File: config.mk
export PLATFORM = sky130hd
export DESIGN_NAME = seg_cam
export DESIGN_NICKNAME = d
export VERILOG_FILES = /design/src/rtl/seg_cam_pkg.sv /design/src/rtl/seg_cam_enc.sv /design/src/rtl/seg_cam_row.sv /design/src/rtl/seg_cam_pick.sv /design/src/rtl/seg_cam.sv
export SDC_FILE = /design/constraint.sdc
export NUM_CORES = 1
export LEC_CHECK = 0
export ABC_AREA = 0
export CORE_ASPECT_RATIO = 1.4
export CORE_UTILIZATION = 35
export CTS_BUF_LIST = sky130_fd_sc_hd__clkbuf_4 sky130_fd_sc_hd__clkbuf_8 sky130_fd_sc_hd__clkbuf_16
export DETAILED_ROUTE_END_ITERATION = 12
export DONT_BUFFER_PORTS = 1
export GPL_ROUTABILITY_DRIVEN = 0
export SLEW_MARGIN = 20
export SYNTH_ARGS = -nofsm -noshare
export SYNTH_HDL_FRONTEND = slang
export SYNTH_SLANG_ARGS = --single-unit
File: constraint.sdc
create_clock -name clk -period 2.14 [get_ports clk]
set_input_delay 0.642 -clock clk [delete_from_list [all_inputs] [get_ports clk]]
set_output_delay 0.642 -clock clk [all_outputs]
set_load 0.01 [all_outputs]
File: src/rtl/seg_cam_pkg.sv
package seg_cam_pkg;
   localparam int unsigned SC_VEC_MAX = 64;

   // true when no more than one bit of v is set
   function automatic logic at_most_one(input logic [SC_VEC_MAX-1:0] v);
      return (v & (v - 64'd1)) == '0;
   endfunction
endpackage

File: src/rtl/seg_cam_enc.sv
module seg_cam_enc #(
   parameter int unsigned GROUPS = 2,
   parameter int unsigned SEGS   = 2,
   localparam int unsigned DATA_W = GROUPS * SEGS,
   localparam int unsigned CODE_W = GROUPS * (SEGS + 1)
) (
   input  logic [DATA_W-1:0] data,
   output logic [CODE_W-1:0] code
);
   for (genvar g = 0; g < GROUPS; g++) begin : g_grp
      for (genvar j = 0; j < SEGS; j++) begin : g_bit
         assign code[j*GROUPS + g] = data[g*SEGS + j];
      end
      assign code[SEGS*GROUPS + g] = ^data[g*SEGS +: SEGS];
   end
endmodule

File: src/rtl/seg_cam_row.sv
module seg_cam_row
   import seg_cam_pkg::*;
#(
   parameter int unsigned GROUPS = 2,
   parameter int unsigned SEGS   = 2,
   localparam int unsigned NSEG   = SEGS + 1,
   localparam int unsigned CODE_W = GROUPS * NSEG,
   localparam int unsigned SEG_W  = $clog2(NSEG)
) (
   input  logic              clk,
   input  logic              rst_n,
   input  logic              wr_en,
   input  logic [CODE_W-1:0] wr_code,
   input  logic              inj_en,
   input  logic [SEG_W-1:0]  inj_seg,
   input  logic [GROUPS-1:0] inj_mask,
   input  logic [CODE_W-1:0] key_code,
   output logic              match,
   output logic              vld
);
   logic [CODE_W-1:0] code_q;
   logic [CODE_W-1:0] flip;
   logic [NSEG-1:0]   seg_diff;

   for (genvar s = 0; s < NSEG; s++) begin : g_seg
      assign flip[s*GROUPS +: GROUPS] = (inj_seg == SEG_W'(s)) ? inj_mask : '0;
      assign seg_diff[s] = code_q[s*GROUPS +: GROUPS] != key_code[s*GROUPS +: GROUPS];
   end

   always_ff @(posedge clk) begin
      if (!rst_n) begin
         vld    <= 1'b0;
         code_q <= '0;
      end else if (wr_en) begin
         vld    <= 1'b1;
         code_q <= wr_code;
      end else if (inj_en) begin
         code_q <= code_q ^ flip;
      end
   end

   assign match = vld & at_most_one(SC_VEC_MAX'(seg_diff));
endmodule

File: src/rtl/seg_cam_pick.sv
module seg_cam_pick
   import seg_cam_pkg::*;
#(
   parameter int unsigned ENTRIES = 8,
   localparam int unsigned IDX_W = $clog2(ENTRIES)
) (
   input  logic [ENTRIES-1:0] match,
   output logic               any,
   output logic [IDX_W-1:0]   idx,
   output logic               multi
);
   always_comb begin
      idx = '0;
      for (int i = ENTRIES - 1; i >= 0; i--) begin
         if (match[i]) idx = IDX_W'(i);
      end
   end

   assign any   = |match;
   assign multi = any & ~at_most_one(SC_VEC_MAX'(match));
endmodule

File: src/rtl/seg_cam.sv
module seg_cam
   import seg_cam_pkg::*;
#(
   parameter int unsigned ENTRIES = 8,
   parameter int unsigned GROUPS  = 2,
   parameter int unsigned SEGS    = 2,
   localparam int unsigned DATA_W = GROUPS * SEGS,
   localparam int unsigned CODE_W = GROUPS * (SEGS + 1),
   localparam int unsigned IDX_W  = $clog2(ENTRIES),
   localparam int unsigned SEG_W  = $clog2(SEGS + 1)
) (
   input  logic              clk,
   input  logic              rst_n,
   input  logic              wr_en,
   input  logic [IDX_W-1:0]  wr_idx,
   input  logic [DATA_W-1:0] wr_data,
   input  logic              inj_en,
   input  logic [IDX_W-1:0]  inj_idx,
   input  logic [SEG_W-1:0]  inj_seg,
   input  logic [GROUPS-1:0] inj_mask,
   input  logic              srch_en,
   input  logic [DATA_W-1:0] srch_key,
   output logic              hit,
   output logic [IDX_W-1:0]  hit_idx,
   output logic              multi_hit
);
   if (ENTRIES < 2 || ENTRIES > SC_VEC_MAX) begin : g_bad_entries
      $error("seg_cam: ENTRIES must be in 2..64");
   end
   if (SEGS < 2 || SEGS + 1 > SC_VEC_MAX) begin : g_bad_segs
      $error("seg_cam: SEGS must be in 2..63");
   end
   if (GROUPS < 1) begin : g_bad_groups
      $error("seg_cam: GROUPS must be at least 1");
   end

   logic [CODE_W-1:0]  wr_code;
   logic [CODE_W-1:0]  key_code;
   logic [ENTRIES-1:0] row_match;
   logic [ENTRIES-1:0] vld;
   logic               any_c, multi_c;
   logic [IDX_W-1:0]   idx_c;

   seg_cam_enc #(.GROUPS(GROUPS), .SEGS(SEGS)) u_enc_wr (
      .data(wr_data), .code(wr_code)
   );
   seg_cam_enc #(.GROUPS(GROUPS), .SEGS(SEGS)) u_enc_key (
      .data(srch_key), .code(key_code)
   );

   for (genvar e = 0; e < ENTRIES; e++) begin : g_row
      seg_cam_row #(.GROUPS(GROUPS), .SEGS(SEGS)) u_row (
         .clk      (clk),
         .rst_n    (rst_n),
         .wr_en    (wr_en  && wr_idx  == IDX_W'(e)),
         .wr_code  (wr_code),
         .inj_en   (inj_en && inj_idx == IDX_W'(e)),
         .inj_seg  (inj_seg),
         .inj_mask (inj_mask),
         .key_code (key_code),
         .match    (row_match[e]),
         .vld      (vld[e])
      );
   end

   seg_cam_pick #(.ENTRIES(ENTRIES)) u_pick (
      .match (row_match),
      .any   (any_c),
      .idx   (idx_c),
      .multi (multi_c)
   );

   always_ff @(posedge clk) begin
      if (!rst_n) begin
         hit       <= 1'b0;
         hit_idx   <= '0;
         multi_hit <= 1'b0;
      end else if (srch_en) begin
         hit       <= any_c;
         hit_idx   <= idx_c;
         multi_hit <= multi_c;
      end
   end
endmodule

==> metrics, run 1 <==
Resize count post-CTS=0; worst r2r src=g_row[5].u_row.code_q[5]; placed cells=587; top cells by area, synth=dfxtp_1, xor2_1, a211oi_1; Inserted Diodes=0; fin. max-slew vios=0; path depth of the worst reg2reg path=7; Setup Buffers After CTS=0; worst r2r dst=hit_idx[0]; combinational share of power=13.6%; post-DP HPWL=8240 um; Clock Sink Count=61; Max clock buf depth=2; WL/cell=18.8 um; Commonest cells post-synth=nor2_1, dfxtp_1, xor2_1; Critical Path AT=about 2.2 ns; syn nets=about 470; Final ANT Viol Nets=0; vias per std cell=5.55; vias=3,349; Worst R2R Setup Slack=0.13 ns; crit-path max FO=5; nets@finish=480; Starting Density=a little over a third; Detailed Routing Iterations Pass 1=4; Die Y=128 um; final core utilization=between 40% and 50%; Critical Path Start=g_row[5].u_row.code_q[5]; IO Pins=28; Seq pwr share=about two fifths; worst hold path cell count=1; RSZ-0062 raised after global routing=false; worst slew pin tran=around 0.57 ns; # H-tree levels=3; Yosys top cell area share=30.7%; CTS tree=yes; Setup crit end kind=register; Clock power frac=between 40% and 50%; Starting DRT DRC Count=162; hold crit path type=in -> reg; share of cells above drive strength 1=14.9%; Worst-Skew Late Latency=0.34 ns; row cnt=45; Area growth syn-to-layout=13.0%; Cell variety after synth=53; Sw Ratio=approximately a quarter; Max Freq=498 MHz; root buf cell=clkbuf_16; worst setup path category=reg -> reg; P per Cell Area=660 nW/um2; I/O Buffers=0; flops & latches, synth=61; vias in the first global route=3,372; Final period util=between 90 and 100%; Tot Pwr=2960 uW; initial antenna violation count=0; Worst slew margin=61.7%; wirelength, routed=roughly 11,000 um; total grt overflow=0; status=finished clean; clock-pin slew on the worst setup and hold paths=0.06 ns; Die X-Extent=92.1 um; ys flop type=dfxtp_1; Layout Skew=0.00409 ns; setup violators final=0; most common cell in the netlist=nor2_1; pre-CTS setup slack=-0.0743 ns; P_sw=771 uW; final hold violations=0; Int Power=2190 uW; post-synthesis sequential area ratio=30.7%; Final WS setup=approximately 0.13 ns; total leakage power=~0.0017 uW; fin crit period=2.01 ns; Syn Inst Count=449; global-route usage over all layers=20.4%; synth warn=0; cell area after synthesis=3970 um2; DR DRC count=0; VDD IR-drop max=0.379 mV; cell taking the most area after synthesis=dfxtp_1; crit path capture=hit_idx[0]; CP Launch Type=register; global-route wire length before repair=between 15,000 and 20,000 um; # hold bufs at CTS=0; Mean Syn Cell Area=8.85 um2; non-filler cells, final=between 600 and 700; max-cap violations=0; Worst EP required=2.37 ns; total core area=roughly 11,000 um2; Post-synth ARST share=0%; Post-synth EDFFs=0; pin count of the biggest net entering global routing=62; Die Area=11,800 um2; cts bufs inserted=9
==> through the flow <==
step,TNS (ns),hold slack [ns],instance area (um2)
after floorplan,-0.186,0.426,4030
after global placement,-0.0324,0.445,4220
final,0,0.393,4490
after detailed placement,-0.0887,0.446,4220
after CTS,0,0.389,4490
after global routing,0,0.396,4490
==> critical path: stages (launching register included) <==
cell and delay (ns):
dfxtp_1 0.33, xor3_4 0.43, nor2_1 0.04, o211ai_1 0.37, o21ai_0 0.20, a21oi_1 0.18
o21ai_0 0.10, a41o_1 0.26
==> sequential cells by signal (all words and copies together) (netlist names) <==
name                count
hit                     1
hit_idx                 3
multi_hit               1
g_row.u_row.vld         8
g_row.u_row.code_q     48
==> routing by layer <==
layer	vias to the layer above	wire length (um)	GRT usage [%]
met5	-	0	0
met4	0	510	11.9
met2	94	6050	37.4
li1	1610	-	-
met3	35	423	3.50
met1	1610	4380	21.8
==> cell type report <==
type | count | area (um2)
fillers | 1111 | 6430
multi-input cells | 351 | 2580
flip-flops and latches | 61 | 1220
clock buffers | 11 | 240
repair buffers | 25 | 213
well taps | 141 | 176
inverters | 9 | 33.8
clock inverters | 5 | 27.5
==> power groups by stage <==
stage          clock network (uW)  logic [uW]  registers [uW]
4_1_cts                      1340         405            1230
6_report                     1330         404            1230
3_3_place_gp                    0         394            1250
5_1_grt                      1400         440            1230
3_5_place_dp                    0         403            1250
2_1_floorplan                   0         358            1230
==> worst min path at each step <==
stage	to	slack (ns)	start
after floorplan	g_row[5].u_row.vld	0.43	g_row[5].u_row.vld
after global placement	g_row[5].u_row.vld	0.45	g_row[5].u_row.vld
after detailed placement	g_row[5].u_row.vld	0.45	g_row[5].u_row.vld
after CTS	hit	0.39	srch_en
after global routing	hit	0.40	srch_en
final	hit	0.39	srch_en
==> layout by cell type (no fill, tap or decap), drive strengths merged, types with 3 or more instances in the layout <==
cell	n
buf	25
nor2	70
dfxtp	61
nor4	6
nand2b	4
a311oi	12
o211ai	4
xor3	10
xnor2	23
nor2b	4
o21ai	15
nand4	4
nand3	5
clkbuf	11
o22ai	6
or3	12
a211oi	37
nand4b	3
inv	8
clkinv	5
nand2	35
a21oi	13
nor3	3
nor3b	5
xor2	52
==> cells by family (layout without fill, tap and decap cells) <==
group | Yosys count | in the layout | synth area share, %
AND/OR/NAND/NOR | 160 | 160 | 19.3
AO/OA/AOI/OAI | 102 | 102 | 18.6
XOR/XNOR | 87 | 87 | 25.3
flip-flops | 61 | 61 | 30.7
buffers and inverters | 37 | 50 | 5.48
adder cells (fa/ha/maj) | 2 | 2 | 0.567
Note: power is estimated with default switching activity, not from simulation.
==> run 2: changes to the inputs <==
- CAP_MARGIN: unset -> 20
==> results of run 2 <==
The final DEF is identical to that of run 1; final timing and power are the same.
==> run 3: changes to the inputs <==
- clock period: 2.14 -> 1.9 ns (I/O delays scaled with it)
==> metrics, run 3 (synthesized netlist as in run 1, its figures left out) <==
Setup crit end kind=register; Max clock buf depth=2; most frequent cells in the layout=nor2_1, dfxtp_1, xor2_1, a211oi_1, nand2_1; worst hold path cell count=1; placed cells=roughly 600; share of cells above drive strength 1=roughly 22%; met3 GRT Util=3.50%; filler cell count=1,072; crit-path max FO=2; biggest regs=g_row.u_row.code_q x48, g_row.u_row.vld x8, hit_idx x3; Starting Density=36.4%; root buf cell=clkbuf_16; Top reg by flops=g_row.u_row.code_q; non-filler cells, final=605; post-DP HPWL=7920 um; # H-tree levels=3; final hold violations=0; DR DRC count=0; total core area=10,900 um2; cts bufs inserted=9; Die Y=128 um; Global Route met1 Usage=23.2%; nets@finish=484; vias per std cell=5.57; gr busiest metal=met2; vias in the first global route=3,323; VDD IR-drop max=roughly 0.3 mV; CP Launch Type=register; Tot Pwr=roughly 3400 uW; total leakage power=0.00170 uW; fin crit period=between 1.5 and 2 ns; vias=roughly 3,400; Die X-Extent=just over 90 um; global-route usage over all layers=approximately a fifth; Max Freq=533 MHz; Final ANT Viol Nets=0; CTS tree=yes; hold crit path type=in -> reg; row cnt=45; Clock Sink Count=between 60 and 70; P per Cell Area=730 nW/um2; IO Pins=28; status=finished clean; WL/cell=18.9 um; path depth of the worst reg2reg path=7; commonest non-fill, non-tap cell in the layout=nor2_1; max reg flops=48; Area growth syn-to-layout=18.6%; global-route wire length before repair=17,900 um; I/O Buffers=0; worst setup path category=reg -> reg; Die Area=approximately 12,000 um2; total grt overflow=0; met2 Use GR=between 30% and 40%; Detailed Routing Iterations Pass 1=5; Final period util=98.8%; clock-pin slew on the worst setup and hold paths=0.05 ns; max-cap violations=0; fin. max-slew vios=0; Critical Path AT=2.14 ns; Worst EP required=2.16 ns; Inserted Diodes=0; WHS=0.334 ns; Worst-Skew Late Latency=0.33 ns; initial antenna violation count=0; Layout Skew=0.00542 ns; pin count of the biggest net entering global routing=slightly above 60; worst slew pin tran=0.594 ns; Starting DRT DRC Count=206; setup violators final=0; Worst slew margin=60.3%; wirelength, routed=11,400 um
-- run 3: cell count changes in the layout (fill, tap and decap cells not counted), sizes merged --
cell / previous run / this run
buf: 25 / 29
clkbuf: 11 / 13
clkinv: 5 / 2
clkinvlp: 1 / 0
-- run 3: cell type report --
| type | instances | area, um2 | area share, % |
|---|---|---|---|
| Sequential cell | 61 | 1230 | 26.2 |
| Tap cell | 141 | 176 | 3.74 |
| Inverter | 9 | 33.8 | 0.717 |
| Clock inverter | 1 | 5.00 | 0.106 |
| Multi-Input combinational cell | 351 | 2760 | 58.4 |
| Clock buffer | 13 | 280 | 5.94 |
| Timing Repair Buffer | 29 | 230 | 4.88 |
-- run 3: power by group --
| part | switching [uW] | internal, uW |
|---|---|---|
| sequential | 50.4 | 1330 |
| combinational | 250 | 250 |
| clock | 553 | 1010 |
| total | 853 | 2590 |
-- run 3: what timing repair did --
item | CTS | global route
hold buffers | 0 | 0
resized for setup | 1 | 38
setup buffers | 0 | 4
setup endpoints to repair | 2 | 5
pin swaps | 1 | 21
-- run 3: stage by stage --
stage / TNS [ns] / area, um2 / setup slack (ns) / util [%]
floorplan: -0.956 / 4030 / -0.247 / -
global placement: -0.518 / 4210 / -0.146 / 38.6
detailed placement: -0.721 / 4210 / -0.189 / 38.6
CTS: 0 / 4500 / 0.000509 / 41.2
global route: -0.211 / 4710 / -0.129 / 43.2
finish: 0 / 4710 / 0.0234 / 43.2
-- run 3: final timing paths --
check	startpoint	slack, ns	end
worst max-delay path	g_row[0].u_row.code_q[3]	0.02	multi_hit
worst min-delay path	srch_en	0.33	hit
worst max register to register	g_row[0].u_row.code_q[3]	0.02	multi_hit
worst min register to register	g_row[5].u_row.vld	0.45	g_row[5].u_row.vld
-- run 3: metal layers --
metal  share of wire [%]  wire, um
met1                  39      4460
met2                  53      6070
met3                 4.1       468
met4                 3.5       400
met5                   0         0
-- run 3: critical path: stages (launching register included) --
cell     delay [ns]
dfxtp_1        0.37
xor2_2         0.21
nor4_2         0.42
a32oi_1        0.15
maj3_2         0.34
a21oi_2        0.13
o21ai_1        0.08
a21oi_1        0.11
